[config.mk]
export PLATFORM = sky130hd
export DESIGN_NAME = eeprom_page_writer
export DESIGN_NICKNAME = d
export VERILOG_FILES = /design/src/rtl/pgw_pkg.sv /design/src/rtl/pgw_buffer.sv /design/src/rtl/pgw_timer.sv /design/src/rtl/eeprom_page_writer.sv
export SDC_FILE = /design/constraint.sdc
export NUM_CORES = 1
export LEC_CHECK = 0
export BUFFER_PORTS_ARGS = -buffer_cell sky130_fd_sc_hd__buf_2
export CAP_MARGIN = 20
export CORE_MARGIN = 5
export CORE_UTILIZATION = 60
export CTS_BUF_LIST = sky130_fd_sc_hd__clkbuf_8
export CTS_CLUSTER_DIAMETER = 40
export DETAILED_ROUTE_END_ITERATION = 7
export PLACE_DENSITY = 0.86
export SETUP_SLACK_MARGIN = 0.15
export SYNTH_ARGS = -nofsm -noshare
export SYNTH_HDL_FRONTEND = slang
export SYNTH_SLANG_ARGS = --single-unit
export TNS_END_PERCENT = 5
[constraint.sdc]
create_clock -name clk -period 3.2 [get_ports clk]
set_input_delay 0.64 -clock clk [delete_from_list [all_inputs] [get_ports clk]]
set_output_delay 0.64 -clock clk [all_outputs]
set_load 0.03 [all_outputs]
[src/rtl/pgw_pkg.sv]
package pgw_pkg;

  typedef enum logic [3:0] {
    ST_IDLE,
    ST_FILL,
    ST_SETUP,
    ST_STROBE,
    ST_HOLD,
    ST_SETTLE,
    ST_PREAD,
    ST_PGAP,
    ST_RBWAIT
  } pgw_state_e;

  function automatic int max_of(input int a, input int b);
    return (a > b) ? a : b;
  endfunction

endpackage

[src/rtl/pgw_buffer.sv]
module pgw_buffer #(
  parameter int DEPTH = 32,
  parameter int IDX_W = 5
) (
  input  logic             clk,
  input  logic             rst_n,
  input  logic             wr_en,
  input  logic [IDX_W-1:0] wr_idx,
  input  logic [7:0]       wr_data,
  input  logic [IDX_W-1:0] rd_idx,
  output logic [7:0]       rd_data
);

  logic [7:0] ent_q [DEPTH];

  always_ff @(posedge clk or negedge rst_n) begin
    if (!rst_n) begin
      for (int i = 0; i < DEPTH; i++) ent_q[i] <= '0;
    end else if (wr_en) begin
      ent_q[wr_idx] <= wr_data;
    end
  end

  assign rd_data = ent_q[rd_idx];

endmodule

[src/rtl/pgw_timer.sv]
module pgw_timer #(
  parameter int W = 8
) (
  input  logic         clk,
  input  logic         rst_n,
  input  logic         load,
  input  logic [W-1:0] value,
  output logic         zero
);

  logic [W-1:0] cnt_q;

  always_ff @(posedge clk or negedge rst_n) begin
    if (!rst_n)               cnt_q <= '0;
    else if (load)            cnt_q <= value;
    else if (cnt_q != '0)     cnt_q <= cnt_q - 1'b1;
  end

  assign zero = (cnt_q == '0);

endmodule

[src/rtl/eeprom_page_writer.sv]
module eeprom_page_writer
  import pgw_pkg::*;
#(
  parameter int ADDR_W      = 13,
  parameter int PAGE_BYTES  = 32,
  parameter int CYC_SETUP   = 2,
  parameter int CYC_WP      = 11,
  parameter int CYC_HOLD    = 3,
  parameter int CYC_SETTLE  = 4,
  parameter int CYC_OE      = 6,
  parameter int CYC_GAP     = 2,
  parameter int CYC_TIMEOUT = 500000,
  localparam int OFF_W      = $clog2(PAGE_BYTES),
  localparam int LEN_W      = OFF_W + 1
) (
  input  logic              clk,
  input  logic              rst_n,
  input  logic              req_valid,
  output logic              req_ready,
  input  logic [ADDR_W-1:0] req_addr,
  input  logic [LEN_W-1:0]  req_len,
  input  logic              req_poll,
  input  logic              wd_valid,
  output logic              wd_ready,
  input  logic [7:0]        wd_data,
  output logic [ADDR_W-1:0] mem_addr,
  output logic [7:0]        mem_dq_o,
  output logic              mem_dq_oe,
  input  logic              mem_d7_i,
  output logic              mem_ce_n,
  output logic              mem_oe_n,
  output logic              mem_we_n,
  input  logic              mem_rdy_i,
  output logic              done_o,
  output logic              timeout_o,
  output logic              error_o
);

  localparam int PH_MAX = max_of(max_of(max_of(CYC_SETUP, CYC_WP), max_of(CYC_HOLD, CYC_SETTLE)),
                                 max_of(CYC_OE, CYC_GAP));
  localparam int PH_W   = $clog2(PH_MAX + 1);
  localparam int TO_W   = $clog2(CYC_TIMEOUT + 1);

  pgw_state_e        state_q, state_d;
  logic [ADDR_W-1:0] base_q;
  logic [LEN_W-1:0]  len_q;
  logic              poll_q;
  logic [OFF_W-1:0]  idx_q;
  logic              bit7_q;

  logic              ph_load, ph_zero, to_load, to_zero;
  logic [PH_W-1:0]   ph_val;
  logic              acc_req, take_byte, idx_clr, idx_inc, cap_bit7;
  logic              fin_done, fin_to, fin_err;
  logic [7:0]        buf_rd;
  logic [LEN_W:0]    span;
  logic              req_bad, at_last;

  // Page-crossing and empty-request check on the raw request fields
  assign span    = (LEN_W+1)'(req_addr[OFF_W-1:0]) + (LEN_W+1)'(req_len);
  assign req_bad = (req_len == '0) || (span > (LEN_W+1)'(PAGE_BYTES));
  assign at_last = (LEN_W'(idx_q) == len_q - 1'b1);

  pgw_buffer #(.DEPTH(PAGE_BYTES), .IDX_W(OFF_W)) u_buf (
    .clk     (clk),
    .rst_n   (rst_n),
    .wr_en   (take_byte),
    .wr_idx  (idx_q),
    .wr_data (wd_data),
    .rd_idx  (idx_q),
    .rd_data (buf_rd)
  );

  pgw_timer #(.W(PH_W)) u_phase (
    .clk (clk), .rst_n (rst_n), .load (ph_load), .value (ph_val), .zero (ph_zero)
  );

  pgw_timer #(.W(TO_W)) u_limit (
    .clk (clk), .rst_n (rst_n), .load (to_load),
    .value (TO_W'(CYC_TIMEOUT - 1)), .zero (to_zero)
  );

  always_comb begin
    state_d   = state_q;
    ph_load   = 1'b0;
    ph_val    = '0;
    to_load   = 1'b0;
    acc_req   = 1'b0;
    take_byte = 1'b0;
    idx_clr   = 1'b0;
    idx_inc   = 1'b0;
    cap_bit7  = 1'b0;
    fin_done  = 1'b0;
    fin_to    = 1'b0;
    fin_err   = 1'b0;
    unique case (state_q)
      ST_IDLE: if (req_valid) begin
        if (req_bad) fin_err = 1'b1;
        else begin
          acc_req = 1'b1;
          idx_clr = 1'b1;
          state_d = ST_FILL;
        end
      end
      ST_FILL: if (wd_valid) begin
        take_byte = 1'b1;
        if (at_last) begin
          idx_clr = 1'b1;
          ph_load = 1'b1;
          ph_val  = PH_W'(CYC_SETUP - 1);
          state_d = ST_SETUP;
        end else idx_inc = 1'b1;
      end
      ST_SETUP: if (ph_zero) begin
        ph_load = 1'b1;
        ph_val  = PH_W'(CYC_WP - 1);
        state_d = ST_STROBE;
      end
      ST_STROBE: if (ph_zero) begin
        ph_load = 1'b1;
        ph_val  = PH_W'(CYC_HOLD - 1);
        state_d = ST_HOLD;
      end
      ST_HOLD: if (ph_zero) begin
        ph_load = 1'b1;
        if (at_last) begin
          cap_bit7 = 1'b1;
          to_load  = 1'b1;
          ph_val   = PH_W'(CYC_SETTLE - 1);
          state_d  = ST_SETTLE;
        end else begin
          idx_inc = 1'b1;
          ph_val  = PH_W'(CYC_SETUP - 1);
          state_d = ST_SETUP;
        end
      end
      ST_SETTLE: if (ph_zero) begin
        if (poll_q) begin
          ph_load = 1'b1;
          ph_val  = PH_W'(CYC_OE - 1);
          state_d = ST_PREAD;
        end else state_d = ST_RBWAIT;
      end
      ST_PREAD: if (ph_zero) begin
        if (mem_d7_i == bit7_q) fin_done = 1'b1;
        else if (to_zero)       fin_to   = 1'b1;
        else begin
          ph_load = 1'b1;
          ph_val  = PH_W'(CYC_GAP - 1);
          state_d = ST_PGAP;
        end
      end
      ST_PGAP: if (to_zero) fin_to = 1'b1;
      else if (ph_zero) begin
        ph_load = 1'b1;
        ph_val  = PH_W'(CYC_OE - 1);
        state_d = ST_PREAD;
      end
      ST_RBWAIT: if (mem_rdy_i) fin_done = 1'b1;
      else if (to_zero)         fin_to   = 1'b1;
      default: state_d = ST_IDLE;
    endcase
    if (fin_done || fin_to) state_d = ST_IDLE;
  end

  always_ff @(posedge clk or negedge rst_n) begin
    if (!rst_n) begin
      state_q   <= ST_IDLE;
      base_q    <= '0;
      len_q     <= '0;
      poll_q    <= 1'b0;
      idx_q     <= '0;
      bit7_q    <= 1'b0;
      mem_ce_n  <= 1'b1;
      mem_oe_n  <= 1'b1;
      mem_we_n  <= 1'b1;
      mem_dq_oe <= 1'b0;
      done_o    <= 1'b0;
      timeout_o <= 1'b0;
      error_o   <= 1'b0;
    end else begin
      state_q <= state_d;
      if (acc_req) begin
        base_q <= req_addr;
        len_q  <= req_len;
        poll_q <= req_poll;
      end
      if (idx_clr)       idx_q <= '0;
      else if (idx_inc)  idx_q <= idx_q + 1'b1;
      if (cap_bit7) bit7_q <= buf_rd[7];
      // Strobes are registered from the next state so they never glitch
      mem_ce_n  <= !(state_d inside {ST_SETUP, ST_STROBE, ST_HOLD, ST_PREAD});
      mem_oe_n  <= (state_d != ST_PREAD);
      mem_we_n  <= (state_d != ST_STROBE);
      mem_dq_oe <= (state_d inside {ST_SETUP, ST_STROBE, ST_HOLD});
      done_o    <= fin_done;
      timeout_o <= fin_to;
      error_o   <= fin_err;
    end
  end

  assign req_ready = (state_q == ST_IDLE);
  assign wd_ready  = (state_q == ST_FILL);
  assign mem_addr  = {base_q[ADDR_W-1:OFF_W], base_q[OFF_W-1:0] + idx_q};
  assign mem_dq_o  = buf_rd;

  // Length of the current write-enable low run, for the pulse-width check
  logic [PH_W:0] we_lo_q;
  always_ff @(posedge clk or negedge rst_n) begin
    if (!rst_n)         we_lo_q <= '0;
    else if (!mem_we_n) we_lo_q <= we_lo_q + 1'b1;
    else                we_lo_q <= '0;
  end

  AST_OE_HIGH_IN_WRITE: assert property (@(posedge clk) disable iff (!rst_n)
    !mem_we_n |-> mem_oe_n);
  AST_WE_PULSE_WIDTH: assert property (@(posedge clk) disable iff (!rst_n)
    $rose(mem_we_n) |-> (we_lo_q == (PH_W+1)'(CYC_WP)));
  AST_STROBE_STABLE: assert property (@(posedge clk) disable iff (!rst_n)
    (!mem_we_n && $past(!mem_we_n)) |-> ($stable(mem_addr) && $stable(mem_dq_o)));
  AST_NO_BUS_FIGHT: assert property (@(posedge clk) disable iff (!rst_n)
    !mem_oe_n |-> !mem_dq_oe);
  AST_ONE_RESULT: assert property (@(posedge clk) disable iff (!rst_n)
    $onehot0({done_o, timeout_o, error_o}));
  AST_REJECT_QUIET: assert property (@(posedge clk) disable iff (!rst_n)
    error_o |-> (mem_ce_n && mem_we_n && !mem_dq_oe));

endmodule

# Word-level counts from Yosys, hierarchy flattened
# Index checks and enable logic that the tools add are counted.
# word_totals
out_inout_bits	30
in_bits	34
ff_bits	316
elab_cells	166
# op_classes
n_eq_ne	16
reduce_logical	16
order_cmp	3
bitwise_logic	1
n_addsub	6
n_mux	77
# ops
cell	n
bitwise mux 256 bit	1
two-way mux 4 bit	18
binary-select mux 8 bit (select 5 bit)	1
demux 8 bit (select 5 bit)	1
two-way mux 19 bit	2
one-hot mux 4 bit (9 select lines)	1
two-way mux 1 bit	34
one-hot mux 4 bit (7 select lines)	1
equality test 4 x 3 -> 1 bit (second input constant)	6
two-way mux 8 bit	3
zero test 19 bit	1
nonzero test 19 bit	1
subtractor 19 x 1 -> 19 bit (second input constant)	1
equality test 4 x 2 -> 1 bit (second input constant)	4
two-way mux 3 bit	5
two-way mux 5 bit	2
zero test 4 bit	2
nonzero test 4 bit	2
adder 5 x 6 -> 7 bit	1
> comparator 7 x 6 -> 1 bit (second input constant)	1
equality test 5 x 6 -> 1 bit	1
>= comparator 6 bit (second input constant)	1
zero test 6 bit	1
< comparator 6 x 1 -> 1 bit (second input constant)	1
20 further kinds	27

# Logic depth before layout (Yosys ltp)
# logic_depth
ltp_word	10
mapped_depth	11
mapped_depth_nobuf	9

# Hierarchy
# A second synthesis with hierarchy kept.
# hier_totals
cells_unflattened	1080
area_unflattened_um2	15351.0
# modules_own_cells
mod	cells_per_inst	seq_area_each_um2	area_per_inst_um2	instances
pgw_buffer	699	6406.1	11648.7	1
eeprom_page_writer	248	929.6	2409.8	1
pgw_timer (u_limit)	110	475.5	1059.8	1
pgw_timer (u_phase)	23	100.1	232.7	1

# Worst setup path before layout
# Ideal clock, no wire load.
# synth_path
path_type	flip-flop to output port
startpoint	register idx_q[1]
endpoint	output port mem_addr[4]
path_buffers	2
path_stages_with_launch	9
required_ns	2.560
arrival_time_ns	2.472
path_slack_ns	0.088
cell_sequence	dfrtp_1 clkbuf_1 buf_1 inv_1 fa_1 inv_1 a21o_1 a21oi_1 xnor2_1
# synth_via
elab_chain_len	1
# synth_rtl
element	line_no	source
start: declaration	eeprom_page_writer.sv:48	logic [OFF_W-1:0] idx_q;
start signal: assignment	eeprom_page_writer.sv:189	else if (idx_inc) idx_q <= idx_q + 1'b1;
adder 5 bit	eeprom_page_writer.sv:204	assign mem_addr = {base_q[ADDR_W-1:OFF_W], base_q[OFF_W-1:0] + idx_q};
end: declaration	eeprom_page_writer.sv:26	output logic [ADDR_W-1:0] mem_addr,
# Every way passes these cells.

# Worst setup path after layout
# layout_path
startpoint	register idx_q[0]
endpoint	output port mem_dq_o[7]
# layout_via
elab_chain_len	4
# layout_rtl
element	line_no	source
NOT 5 -> 6 bit (implied by the code)	pgw_buffer.sv:24	assign rd_data = ent_q[rd_idx];
binary-select mux 8 bit (select 5 bit)	pgw_buffer.sv:24	
two-way mux 8 bit (implied by the code) (2 in series)	pgw_buffer.sv:24	
end: declaration	eeprom_page_writer.sv:27	output logic [7:0] mem_dq_o,
# Every way passes these cells. The select of a mux whose other input is x is not followed.

==> results.json <==
{
  "outcome": "complete, but fails checks",
  "failing_checks": "negative setup slack",
  "timing_max_transition_violations_final": 0,
  "worstMarginPinSlew_ns": 0.696,
  "antenna_found_initial": 0,
  "comb_power_share": 0.401,
  "initial_core_utilization": 0.605,
  "grt_util_all_layers": 0.248,
  "max_cap_viol_count": 0,
  "worst-r2r-cell-count": 8,
  "rows": 58,
  "clock_insertion_delay_worst_skew_ns": 0.59,
  "arrival_time_at_the_worst_endpoint_ns": 2.60,
  "ys_top_cells_by_area": "dfrtp_1 (52%), mux2_2 (20%), mux4_2 (9.5%), a22oi_1 (1.5%), ha_1 (1.4%)",
  "final_net_count": 1237,
  "multi_input_area_um2": 6930,
  "cts.htree.levels": 2,
  "placed_cells": 1449,
  "antenna_cells": 0,
  "die_width_um": 169,
  "syn_area_um2": 15100,
  "area.sequential_um2": 7920,
  "synth_ff_type": "dfrtp_1",
  "slew_headroom": 0.536,
  "worst_setup_hold_path_clk_slew_ns": 0.06,
  "core_region_area_um2": 25000,
  "period_share": 1.01,
  "timing.critical_path.required_ns": 2.56,
  "drc": 0,
  "setup-tns-final_ns": -0.0418,
  "global_route.overflow_total": 0,
  "cts_made_buffers": 51,
  "ys_ff_latch": 316,
  "routed_via_density": 6.29,
  "die_h_um": 169,
  "seqPwrFrac": 0.394,
  "power.share.switching": 0.355,
  "rsz0062_at_grt": "true",
  "num_io_pins": 64,
  "clock_power_share": 0.206,
  "finish_stage_setup_viols": 2,
  "fillers": 1637,
  "syn-mean-instance-area_um2": 13.8,
  "ys_top_cells_by_count": "dfrtp_1 (313), mux2_2 (273), mux4_2 (64), nand2_1 (56), clkbuf_1 (50)",
  "intPower_mw": 10.1,
  "clock-root-buffer": "clkbuf_8",
  "num_vias": 9748,
  "reg2reg_to": "mem_oe_n",
  "finalHoldViolCount": 0,
  "initial_drc_count": 1065,
  "final.min_clock_period_ns": 3.24,
  "rrSetupSlack_ns": 0.45,
  "ys_warn_count": 0,
  "start_to_end_type_of_the_worst_setup_path": "register to output pin",
  "worst_clock_skew_ns": 0.0294,
  "finalWorstSetupSlack_ns": -0.0366,
  "detailed_place_hpwl_um": 22200,
  "post_detailed_route_wirelength_per_cell_um": 22.7,
  "cts_tree": "built",
  "synth_top_area_cell": "dfrtp_1",
  "mappedNetlistNets": 1149,
  "signed_area_change_from_the_synthesized_netlist_to_the_final_layout_pct": 14.0,
  "cellLeakagePower_nw": 8.23,
  "layout-drive-gt1-share": 0.463,
  "postSynth.asyncResetShare": 1.00,
  "final-instance-count-excl-fill": 1549,
  "largest_net_degree_at_the_start_of_global_routing": 82,
  "power_switching_mw": 5.57,
  "first_global_vias": 10300,
  "crit_fanout": 8,
  "power_density_nw_per_um2": 911,
  "synth_most_common_cell": "dfrtp_1",
  "postRouteWirelength_um": 35100,
  "ys_types": 64,
  "die_outline_area_um2": 28500,
  "port_buffers": 63,
  "clock-sinks": 316,
  "gate_count_post_synth": 1096,
  "cts_hold_buf": 0,
  "critical_path.reg2reg.startpoint": "len_q[0]",
  "ys_seq_area_frac": 0.524,
  "ctsLongestPathBuffers": 3,
  "synth_largest_type_area_fraction": 0.518,
  "critical_path.endpoint_type": "output pin",
  "max_freq_mhz": 309,
  "final.hold.worst_slack_ns": 0.0446,
  "ant_nets": 0,
  "place.gp.congestion": 0.854,
  "synth_edf_count": 0,
  "max-vdd-ir-drop_uv": 904,
  "drtPass1Iterations": 5,
  "start_kind": "register",
  "grt_first_pass_wirelength_um": 56300,
  "hold_path_class": "primary input to asynchronous set/reset pin"
}
==> through the flow <==
step	power, mW	utilization	setup WS (ns)	instance area [µm²]
finish	15.7	0.690	-0.0366	17200
global route	16.5	0.690	-0.0927	17200
CTS	15.5	0.686	0.00852	17100
detailed placement	11.8	0.637	0.0830	15900
global placement	11.5	0.637	0.190	15900
floorplan	10.2	-	0.190	15100
==> worst max-delay path, stage by stage, from the launching register on <==
cell and delay [ns]:
dfrtp_4 0.43, buf_12 0.14, buf_12 0.14, mux4_2 0.50, a22oi_2 0.31, nand4_1 0.26, buf_6 0.22
==> logic make-up (layout without fill, tap and decap cells) <==
logic type / Yosys count / after routing / share of synthesized area
flops: 316 / 316 / 0.524
fa+ha+maj: 19 / 19 / 0.0167
mux: 343 / 343 / 0.303
simple gates: 197 / 197 / 0.0682
buf+inv: 97 / 220 / 0.0281
xor+xnor: 30 / 30 / 0.0174
compound gates: 94 / 94 / 0.0429
==> power groups by stage <==
stage          clock, mW  sequential [mW]  combinational [mW]
2_1_floorplan          0             5.90                4.26
3_3_place_gp           0             6.11                5.38
3_5_place_dp           0             6.22                5.59
4_1_cts             3.27             6.12                6.13
5_1_grt             3.47             6.30                6.75
6_report            3.22             6.17                6.29
==> what timing repair did <==
| action | CTS | global route |
|---|---|---|
| endpoints found under the setup margin | 10 | 9 |
| pin swaps | 13 | 11 |
| setup buffers | 6 | 4 |
| gates cloned | 2 | 0 |
| gates resized for setup | 44 | 12 |
==> sequential cells by signal, summed over array words and instances, names as in the netlist, 4 cells and up <==
register       count
len_q              6
idx_q              5
state_q            4
u_buf.ent_q      256
base_q            13
u_phase.cnt_q      4
u_limit.cnt_q     19
==> final cells by class <==
class                   count  area share
clock buffers              58      0.0463
clock inverters            30     0.00799
inverters                  20     0.00436
multi-input cells         683       0.402
flip-flops and latches    316       0.460
well taps                 330      0.0240
repair buffers            112      0.0554
==> layout by cell type (no fill, tap or decap), types with 3 or more instances in the layout <==
master      n
nor2_1     32
a21boi_0    5
or3_1       6
buf_6      10
clkinv_2    6
nand3_1    22
dfstp_2     3
nand2_1    56
nor3_1     14
buf_2      54
xor2_1     13
nand2b_1    3
nor3b_1     8
buf_12     12
and2_1      4
clkbuf_8   58
mux2i_1     4
inv_1      39
o211ai_1    4
and3_1      8
xnor2_1    16
a22oi_2    25
a21oi_1    15
a22oi_1     6
a31oi_1     4
nor4_1      8
ha_1       16
mux4_2     64
nand3b_1    4
mux2_2    273
nor2b_1     5
dfrtp_1   311
o21ai_0    14
buf_4      32
nand4_1    11
o31ai_1     3
==> routing by layer <==
metal,part of all wire,track usage,up-vias
met1,0.40,0.339,5020
met3,0.070,0.0516,72
met5,0,0,-
li1,-,-,4238
met4,0.028,0.0748,0
met2,0.50,0.407,418
==> worst max path at each step <==
stage | from | endpoint | slack (ns) | cells past startpoint
after floorplan | idx_q[0] | mem_dq_o[4] | 0.19 | 6
after global placement | req_len[0] | base_q[11] | 0.19 | 11
after detailed placement | req_len[0] | base_q[10] | 0.08 | 11
after CTS | idx_q[0] | mem_dq_o[6] | 0.009 | 6
after global routing | idx_q[0] | mem_dq_o[5] | -0.09 | 6
final | idx_q[0] | mem_dq_o[7] | -0.04 | 6
No activity file was read; power rests on OpenSTA's default activity.
